`src/rtl/tube_startup_pkg.sv`:
```
package tube_startup_pkg;

   typedef enum logic [1:0] {
      PH_WARM   = 2'd0,
      PH_SETTLE = 2'd1,
      PH_RUN    = 2'd2
   } tss_phase_t;

endpackage

```
`src/rtl/tss_field_tick.sv`:
```
module tss_field_tick #(
   parameter bit END_EDGE = 1'b1
) (
   input  logic clk,
   input  logic rst_n,
   input  logic vblank,
   output logic tick
);
   logic vb_q;

   always_ff @(posedge clk or negedge rst_n) begin
      if (!rst_n) vb_q <= 1'b0;
      else        vb_q <= vblank;
   end

   generate
      if (END_EDGE) begin : g_end
         assign tick = vb_q & ~vblank;
      end else begin : g_start
         assign tick = ~vb_q & vblank;
      end
   endgenerate
endmodule

```
`src/rtl/tss_warm_latch.sv`:
```
module tss_warm_latch (
   input  logic clk,
   input  logic rst_n,
   input  logic clr,
   input  logic vblank,
   input  logic warm_ok,
   output logic seen
);
   always_ff @(posedge clk or negedge rst_n) begin
      if (!rst_n)                seen <= 1'b0;
      else if (clr)              seen <= 1'b0;
      else if (vblank && warm_ok) seen <= 1'b1;
   end

   AST_SEEN_FROM_BLANK: assert property (@(posedge clk) disable iff (!rst_n)
      $rose(seen) |-> $past(vblank));
endmodule

```
`src/rtl/tss_stable_count.sv`:
```
module tss_stable_count #(
   parameter int CNT_W = 4
) (
   input  logic             clk,
   input  logic             rst_n,
   input  logic             clr,
   input  logic             en,
   input  logic             tick,
   input  logic             loop_stable,
   input  logic [CNT_W-1:0] target,
   output logic             done
);
   localparam int EXT_W = CNT_W + 1;

   logic [CNT_W-1:0] cnt;
   logic             drop_seen;
   logic             field_ok;
   logic [EXT_W-1:0] next_ext;
   logic [EXT_W-1:0] tgt_eff;

   assign field_ok = ~drop_seen & loop_stable;
   assign next_ext = {1'b0, cnt} + EXT_W'(1);
   assign tgt_eff  = (target == '0) ? EXT_W'(1) : {1'b0, target};
   assign done     = en & tick & field_ok & (next_ext >= tgt_eff);

   always_ff @(posedge clk or negedge rst_n) begin
      if (!rst_n)            drop_seen <= 1'b0;
      else if (clr || tick)  drop_seen <= 1'b0;
      else if (!loop_stable) drop_seen <= 1'b1;
   end

   always_ff @(posedge clk or negedge rst_n) begin
      if (!rst_n)             cnt <= '0;
      else if (clr || !en)    cnt <= '0;
      else if (tick) begin
         if (!field_ok || done) cnt <= '0;
         else                   cnt <= next_ext[CNT_W-1:0];
      end
   end

   AST_UNSTABLE_NO_DONE: assert property (@(posedge clk) disable iff (!rst_n)
      (en && !loop_stable) |-> !done);
endmodule

```
`src/rtl/tube_startup_seq.sv`:
```
module tube_startup_seq
   import tube_startup_pkg::*;
#(
   parameter int CNT_W    = 4,
   parameter bit END_EDGE = 1'b1
) (
   input  logic             clk,
   input  logic             rst_n,
   input  logic             por,
   input  logic             vblank,
   input  logic             warm_ok,
   input  logic             loop_stable,
   input  logic [CNT_W-1:0] settle_fields,
   output logic             scan_blank,
   output logic             monitor_en,
   output logic             loop_en
);
   generate
      if (CNT_W < 1 || CNT_W > 16) begin : g_bad_cnt_w
         $error("tube_startup_seq: CNT_W must lie in 1..16");
      end
   endgenerate

   tss_phase_t phase, phase_nx;
   logic       fld_tick;
   logic       warm_seen;
   logic       settle_done;

   tss_field_tick #(.END_EDGE(END_EDGE)) u_tick (
      .clk    (clk),
      .rst_n  (rst_n),
      .vblank (vblank),
      .tick   (fld_tick)
   );

   tss_warm_latch u_warm (
      .clk     (clk),
      .rst_n   (rst_n),
      .clr     (por | fld_tick),
      .vblank  (vblank),
      .warm_ok (warm_ok),
      .seen    (warm_seen)
   );

   tss_stable_count #(.CNT_W(CNT_W)) u_cnt (
      .clk         (clk),
      .rst_n       (rst_n),
      .clr         (por),
      .en          (phase == PH_SETTLE),
      .tick        (fld_tick),
      .loop_stable (loop_stable),
      .target      (settle_fields),
      .done        (settle_done)
   );

   always_comb begin
      phase_nx = phase;
      if (por) begin
         phase_nx = PH_WARM;
      end else begin
         unique case (phase)
            PH_WARM:   if (fld_tick && warm_seen) phase_nx = PH_SETTLE;
            PH_SETTLE: if (settle_done)           phase_nx = PH_RUN;
            PH_RUN:    phase_nx = PH_RUN;
            default:   phase_nx = PH_WARM;
         endcase
      end
   end

   always_ff @(posedge clk or negedge rst_n) begin
      if (!rst_n) phase <= PH_WARM;
      else        phase <= phase_nx;
   end

   assign scan_blank = (phase != PH_RUN);
   assign loop_en    = (phase != PH_WARM);
   assign monitor_en = (phase == PH_WARM) & vblank;

   AST_MON_ONLY_WARM: assert property (@(posedge clk) disable iff (!rst_n)
      monitor_en |-> !loop_en);
   AST_RUN_UNBLANKED: assert property (@(posedge clk) disable iff (!rst_n)
      !scan_blank |-> (loop_en && !monitor_en));
   AST_POR_RESTART: assert property (@(posedge clk) disable iff (!rst_n)
      por |=> (scan_blank && !loop_en));
   AST_LOOP_AT_FIELD: assert property (@(posedge clk) disable iff (!rst_n)
      $rose(loop_en) |-> $past(fld_tick));
   AST_RELEASE_AT_FIELD: assert property (@(posedge clk) disable iff (!rst_n)
      $fell(scan_blank) |-> $past(fld_tick));
endmodule

```
`config.mk`:
```
export PLATFORM = sky130hd
export DESIGN_NAME = tube_startup_seq
export DESIGN_NICKNAME = d
export VERILOG_FILES = /design/src/rtl/tube_startup_pkg.sv /design/src/rtl/tss_field_tick.sv /design/src/rtl/tss_warm_latch.sv /design/src/rtl/tss_stable_count.sv /design/src/rtl/tube_startup_seq.sv
export SDC_FILE = /design/constraint.sdc
export NUM_CORES = 1
export LEC_CHECK = 0
export BUFFER_PORTS_ARGS = -buffer_cell sky130_fd_sc_hd__buf_2
export CORE_UTILIZATION = 40
export CTS_BUF_LIST = sky130_fd_sc_hd__clkbuf_16
export CTS_CLUSTER_DIAMETER = 60
export DETAILED_ROUTE_END_ITERATION = 8
export GPL_TIMING_DRIVEN = 0
export PLACE_DENSITY_LB_ADDON = 0.08
export SYNTH_ARGS = -nofsm -noshare
export SYNTH_HDL_FRONTEND = slang
export SYNTH_SLANG_ARGS = --single-unit
```
`constraint.sdc`:
```
create_clock -name clk -period 2.7 [get_ports clk]
set_clock_uncertainty 0.15 [all_clocks]
set_input_delay 0.27 -clock clk [delete_from_list [all_inputs] [get_ports clk]]
set_output_delay 0.27 -clock clk [all_outputs]
set_load 0.01 [all_outputs]
```
After elaboration in Yosys (flattened, before gate mapping)

Cells that the tools add are included.

Register bits after elaboration: 9
Input bits: 10
Output and inout port bits: 3

Add/sub/neg operators: 1
$lt $le $gt $ge: 1
Equal/unequal tests: 6
Mux-type cells: 12
Bitwise logic cells: 9
Reductions and logical operators: 13

Operators with widths:

| cell                                                            | count |
|---|---|
| 4-bit 2-to-1 mux                                                | 4 |
| 1-bit bitwise AND                                               | 6 |
| 2-bit 2-to-1 mux                                                | 3 |
| 3-bit != test, second input constant                            | 2 |
| 2-bit one-hot mux with 3 select lines                           | 1 |
| 2-bit nonzero test                                              | 3 |
| 4-bit by 1-bit adder with 5-bit output, second input constant   | 1 |
| 5-bit >= comparator                                             | 1 |
| 4-bit logical NOT                                               | 1 |
| 1-bit 2-to-1 mux                                                | 4 |
| 1-bit logical OR                                                | 3 |
| 2-bit by 1-bit == test with 1-bit output, second input constant | 1 |
| 2-bit == test, second input constant                            | 1 |
| 1-bit logical AND                                               | 2 |
| 1-bit logical NOT                                               | 2 |
| 2-bit logical NOT                                               | 1 |
| 2-bit by 1-bit != test with 1-bit output, second input constant | 1 |
| 2-bit != test, second input constant                            | 1 |
| 1-bit NOT                                                       | 2 |
| 2-bit AND reduction                                             | 1 |
| 1-bit bitwise OR                                                | 1 |

Logic depth before layout (Yosys ltp)

Gate-level depths: netlist of the first run.

Word-level depth: 9
Mapped depth: 9

Hierarchy

Synthesis of the first run repeated with hierarchy kept, for this count alone.

Cell total of the unflattened synthesis: 61
Area total of the unflattened synthesis: 646.9 µm²

By module, submodules not included:

| module           | times used | cells an instance | area an instance (µm²) | sequential area each (µm²) |
|---|---|---|---|---|
| tss_stable_count | 1          | 37                | 404.1                  | 125.1 |
| tube_startup_seq | 1          | 19                | 170.2                  | 50.0 |
| tss_field_tick   | 1          | 2                 | 38.8                   | 25.0 |
| tss_warm_latch   | 1          | 3                 | 33.8                   | 25.0 |

Worst setup path after synthesis of the first run

No wires, ideal clock.

Path kind: register -> register
Start: register u_cnt.cnt[0]
End: register phase[1]
Arrival: 1798 ps
Required time: 2429 ps
Setup slack: 631 ps
Stages on the path, launching flop included: 10
Buffers on the path: 0
Clock period less this slack: 2069 ps
Path through: dfrtp_1 nand3_1 or2_2 nand2_1 ha_1 or3b_1 a31oi_2 o21ai_2 and2_4 a22o_1

Cells in the longest elaborated chain, start to end: 5

Ends and longest elaborated chain:

| item                                   | RTL line               | source |
|---|---|---|
| start: declaration                     | tss_stable_count.sv:15 | `logic [CNT_W-1:0] cnt;` |
| start signal: assignment               | tss_stable_count.sv:37 | `else cnt <= next_ext[CNT_W-1:0];` |
| 4-bit by 1-bit adder with 5-bit output | tss_stable_count.sv:22 | `assign next_ext = {1'b0, cnt} + EXT_W'(1);` |
| 5-bit >= comparator                    | tss_stable_count.sv:24 | `assign done = en & tick & field_ok & (next_ext >= tgt_eff);` |
| 1-bit bitwise AND                      | tss_stable_count.sv:24 |  |
| 3-bit != test (no line)                | -                      |  |
| 2-bit AND reduction (no line)          | -                      |  |
| end signal: assignment                 | tube_startup_seq.sv:72 | `else phase <= phase_nx;` |
| end: declaration                       | tube_startup_seq.sv:24 | `tss_phase_t phase, phase_nx;` |

No other way between the ends.
A chain may end at the register's enable or synchronous reset.

Worst setup path after layout of the first run

Same ends and word-level chain as after synthesis.

==> run metrics, run 1 <==
GRT Residual Overflow 0; layout filler cell count 117; CTS Buf Count 3; CP max stage cell dfrtp_1; PD cells about 540 nW/µm²; Mapped Nets 84; fin cells around 100; Final period util 82.4%; Rel. slew slack 69.2%; vias in the first global route 506; largest net degree at the start of global routing 10; Peak VDD IR 0.302 mV; Die Ht 41.7 µm; WP buf/inv 0; global-route wire length before repair 2030 µm; register area share after synthesis a little over a third; WL met3 ~60 µm; FFs w/ async S/R, synth 100%; Final Util ~58%; Clock Pin Slew Worst Setup and Hold Paths 0.04 ns; WL per Instance 11.4 µm; vias after detailed routing ~520; Crit. End Element flip-flop; final hold viol count 0; antenna violations before repair 0; #FFs+latches synth 9; Avg Synthesized Cell Area 9.54 µm²; # H-tree levels 1; cell chain of the critical path nand3_1 > or2_2 > nand2_1 > ha_1 > or3b_1 > a31oi_2 > o21ai_2 > and2_4 > a22o_1; post-synth cell types 27; Placeable Area 1380 µm²; synthesized area 629 µm²; DRT met1 WL approximately 500 µm; clk_lat worst skew between 0.2 and 0.25 ns; Post-synth EDFFs 0; CTS Buffer Depth 2; post-route design area 797 µm²; Clock Root Buffer clkbuf_16; antenna-violating nets left 0; dpl cell area 708 µm²; number of max-cap violations 0; First-pass DRT Iterations 4; Critical Path Source Type flip-flop; fmax 0.449 GHz; Std-Cell Rows 13; Cells after DPL 93; Yosys top cell area share approximately 36%; Top FF cell, synth dfrtp_1; IO Pins 13; most frequent cell after synthesis dfrtp_1; # DRC 0; share of layout cells above drive strength 1 approximately a quarter; DR top layer met4; die width roughly 42 µm; ANT cells 0; highest cell delay on the worst timing path slightly above 0.4 ns; crit-path max FO 6; outcome completed; transition time of the tightest slew-check pin 0.461 ns; GPL Wtd Cong approximately 0.70; detailed placement HPWL 884 µm; max-slew violations 0; Final #Nets slightly above 100; initial core utilization 45.5%; WL final between 1000 and 1500 µm; CTS tree built; CTS sink count 9; total power draw 0.433 mW; Worst path depth 9; Tot GR Track Use 15.9%; WS Path Type flip-flop to flip-flop; CP delay by family, top simple AND/OR/NAND/NOR gates; RSZ-0062 raised after global routing no; fin crit period 2.23 ns; worst path required time 2.67 ns; Area Growth Syn to Fin 26.6%; post-CTS setup buffers 0; Worst Reg2Reg Path Length in Cells 9; Iter 0 DRT Violations 11; synth top area cells dfrtp_1, ha_1, nand2b_1; WP data arrival 2.19 ns; WHS Path Cells 1; Setup-failing EPs final 0; Die ar. between 1500 and 2000 µm²; I/O Buffers 12; Vias/cell 5.35; Synth area leader dfrtp_1; leading cell types by count after synthesis dfrtp_1, ha_1, inv_1, nand2_1, nand2b_1; Mapped Cells 66; Yosys Warn Count 0; met2 wire length 522 µm; P_leak 0.412 nW; worst min path class input port to flip-flop; setup TNS 0 ns
-- repair_timing --
item                       in CTS  in global routing
setup endpoints to repair       0                  0
hold endpoints to repair        9                  0
gates resized for setup         0                  0
hold buffers                    1                  0
-- flip-flops by register name, summed over array words and instances (netlist names) --
register and count:
u_cnt.cnt 4, u_tick.vb_q 1, phase 2, u_cnt.drop_seen 1
u_warm.seen 1
-- layer usage --
metal	GRT usage, %	vias to the layer above
met2	26.6	17
met3	4.35	5
li1	-	267
met1	16.9	235
met5	0	-
met4	11.6	0
-- power breakdown --
part / internal (mW) / switching, mW
Combinational: 0.0182 / 0.0199
Clock: 0.193 / 0.0608
Sequential: 0.139 / 0.00221
-- stage by stage --
stage,setup slack [ns],hold slack (ns)
3_3_place_gp,0.470,-0.0159
5_1_grt,0.340,0.0312
2_1_floorplan,0.631,-0.176
4_1_cts,0.451,0.0255
6_report,0.474,0.0299
3_5_place_dp,0.466,-0.0168
-- kinds of logic (layout without fill, tap and decap cells) --
group                    after synthesis  in the layout  share of synthesized area (%)
AND/OR/NAND/NOR                       24             24                           21.9
flip-flops                             9              9                           35.8
AO/OA/AOI/OAI                         18             18                           22.3
adder cells (fa/ha/maj)                8              8                           15.9
buffers and inverters                  7             24                           4.18
-- final cells by class --
type	instances	area, µm²	area share [%]
sequential	9	225	28.3
inverter	7	26.3	3.30
clock inverter	1	3.75	0.471
timing repair buffer	13	70.1	8.79
tap	15	18.8	2.35
multi-input combinational	50	378	47.4
clock buffer	3	75.1	9.42
-- path summary, 6_finish.rpt --
path / slack [ns] / endpoint / startpoint
min in group asynchronous: 0.27 / u_tick.vb_q$_DFF_PN0_ / rst_n
setup reg to reg: 0.47 / phase[1]$_DFFE_PN0P_ / u_cnt.cnt[0]$_DFFE_PN0P_
setup / recovery: 0.47 / phase[1]$_DFFE_PN0P_ / u_cnt.cnt[0]$_DFFE_PN0P_
hold reg to reg: 0.37 / u_warm.seen$_DFFE_PN0P_ / u_tick.vb_q$_DFF_PN0_
max in group asynchronous: 1.95 / u_cnt.drop_seen$_DFFE_PN0P_ / rst_n
hold / removal: 0.03 / u_tick.vb_q$_DFF_PN0_ / vblank
-- placed cells by master (no fill, tap or decap), types with 2 or more instances in the layout --
master,Yosys,final
a21o_1,3,3
a21oi_1,3,3
a22o_1,2,2
buf_2,0,12
clkbuf_16,0,3
dfrtp_1,9,9
ha_1,8,8
inv_1,7,8
nand2_1,5,5
nand2b_1,5,5
nand3_1,2,2
nor2_1,2,2
nor2b_1,2,2
nor3b_1,2,2
o21ai_0,2,2
No activity file was read; power rests on OpenSTA's default activity.
==> run 2, diff against run 1 <==
==> constraint.sdc (replaced) <==
create_clock -name clk -period 2 [get_ports clk]
set_clock_uncertainty 0.15 [all_clocks]
set_input_delay 0.2 -clock clk [delete_from_list [all_inputs] [get_ports clk]]
set_output_delay 0.2 -clock clk [all_outputs]
set_load 0.01 [all_outputs]
==> run metrics, run 2 (synthesis results as in run 1) <==
WP data arrival 2.08 ns (-0.11 ns); clk_lat worst skew 0.24 ns (about the same); largest net degree at the start of global routing 10 (unchanged); share of layout cells above drive strength 1 40.0% (+15 points); failing checks negative setup slack; fmax 0.475 GHz (+5.7%); WL per Instance 13.3 µm (+17%); # DRC 0 (unchanged); vias after detailed routing 565 (+7.8%); Clock Pin Slew Worst Setup and Hold Paths 0.04 ns (about the same); fin crit period 2.11 ns (-0.120 ns); First-pass DRT Iterations 4 (unchanged); max FFs per register 4 (unchanged); Clock Root Buffer clkbuf_16; CTS tree built; Area Growth Syn to Fin 47.5%; max-slew violations 0 (unchanged); dpl cell area 716 µm² (+1.1%); global-route wire length before repair 2420 µm (+19%); P_leak 0.453 nW (+9.9%); most frequent cells in the layout buf_2, dfrtp_1, inv_1; total power draw 0.606 mW (+40%); setup TNS -0.235 ns (-0.235 ns); Final Util 67.1% (+9.5 points); Critical Path Source Type flip-flop; outcome finished with violations; Final period util 105% (+23 points); most common cell after layout, fill and taps aside buf_2; initial core utilization 45.5% (unchanged); Largest regs u_cnt.cnt x4, phase x2; antenna-violating nets left 0 (unchanged); Peak VDD IR 0.452 mV (+50%); GPL Wtd Cong 0.744 (+6.8%); CTS sink count 9 (unchanged); Setup-failing EPs final 4 (+4); Final #Nets 109 (+6.9%); Tot GR Track Use 19.2% (+3.3 points); CTS Buffer Depth 2 (unchanged); Iter 0 DRT Violations 4 (-7); transition time of the tightest slew-check pin 0.502 ns (+0.0407 ns); antenna violations before repair 0 (unchanged); crit-path max FO 6 (unchanged); vias in the first global route 548 (+8.3%); die width 41.7 µm (unchanged); # H-tree levels 1 (unchanged); final hold viol count 0 (unchanged); IO Pins 13 (unchanged); Top reg by flops u_cnt.cnt; detailed placement HPWL 874 µm (-1.1%); Crit. End Element flip-flop; RSZ-0062 raised after global routing yes; GRT Residual Overflow 0 (unchanged); multi-input combinational cell area 454 µm² (+20%); I/O Buffers 12 (unchanged); Vias/cell 5.38 (+0.64%); post-route design area 928 µm² (+16%); worst path required time 1.98 ns (-0.69 ns); PD cells 652 nW/µm² (+20%); Setup WS pre-CTS -0.151 ns (-0.617 ns); number of max-cap violations 0 (unchanged); Die Ht 41.7 µm (unchanged); Rel. slew slack 66.5% (-2.7 points); WS Path Type flip-flop to flip-flop; Std-Cell Rows 13 (unchanged); CTS Buf Count 3 (unchanged); Final Worst Setup Slack -0.105 ns (-0.580 ns); WL final 1390 µm (+25%); Die ar. 1740 µm² (unchanged); worst min path class input port to flip-flop; ANT cells 0 (unchanged); Placeable Area 1380 µm² (unchanged); layout filler cell count 115 (-1.7%); storage element area 225 µm² (unchanged)
[run 2: worst paths after layout]
path	cells past startpoint	startpoint	end	slack, ns
max	9	u_cnt.cnt[0]$_DFFE_PN0P_	phase[1]$_DFFE_PN0P_	-0.11
min	2	por	u_warm.seen$_DFFE_PN0P_	0.06
max reg2reg	9	u_cnt.cnt[0]$_DFFE_PN0P_	phase[1]$_DFFE_PN0P_	-0.11
min reg2reg	2	u_tick.vb_q$_DFF_PN0_	u_warm.seen$_DFFE_PN0P_	0.37
max in group asynchronous	2	rst_n	u_cnt.cnt[2]$_DFFE_PN0P_	1.32
min in group asynchronous	2	rst_n	u_tick.vb_q$_DFF_PN0_	0.19
[run 2: worst max-delay path, stage by stage, from the launching register on]
cell	delay, ns
dfrtp_1	0.41
nand3_2	0.09
or2_4	0.13
nand2_4	0.05
ha_4	0.14
or3b_4	0.40
a31oi_4	0.18
o21ai_4	0.11
and2_4	0.15
a22o_1	0.17
[run 2: layout make-up]
type	instances	area share, %
Sequential cell	9	24.3
Inverter	7	2.83
Clock buffer	3	8.09
Clock inverter	1	0.404
Timing Repair Buffer	20	13.5
Tap cell	15	2.02
Multi-Input combinational cell	50	48.9
[run 2: where the power goes]
group / switching [mW] / leakage [nW] / internal, mW
combinational: 0.0323 / 0.290 / 0.0301
sequential: 0.00334 / 0.121 / 0.188
clock: 0.0908 / 0.0423 / 0.261
total: 0.126 / 0.453 / 0.479
[run 2: repair_timing]
item / in CTS / in global routing
setup endpoints to repair: 6 / 6
setup buffers: 5 / 1
pin swaps: 1 / 5
hold buffers: 2 / 0
gates resized for setup: 8 / 5
endpoints found under the hold margin: 10 / 0
[run 2: metal layers]
metal  vias to the layer above  global-route usage, %  routed length [µm]
met5                         -                      0                   0
met4                         0                   13.5                  48
met3                         7                   6.52                  60
met2                        18                   25.6                 617
met1                       256                   25.4                 667
li1                        284                      -                   -
[run 2: per-stage QoR]
stage                     cells  hold slack [ns]
after floorplan              66           -0.246
after global placement       93          -0.0857
after detailed placement     93          -0.0776
after CTS                   104           0.0573
after global routing        105           0.0768
final                       105           0.0578
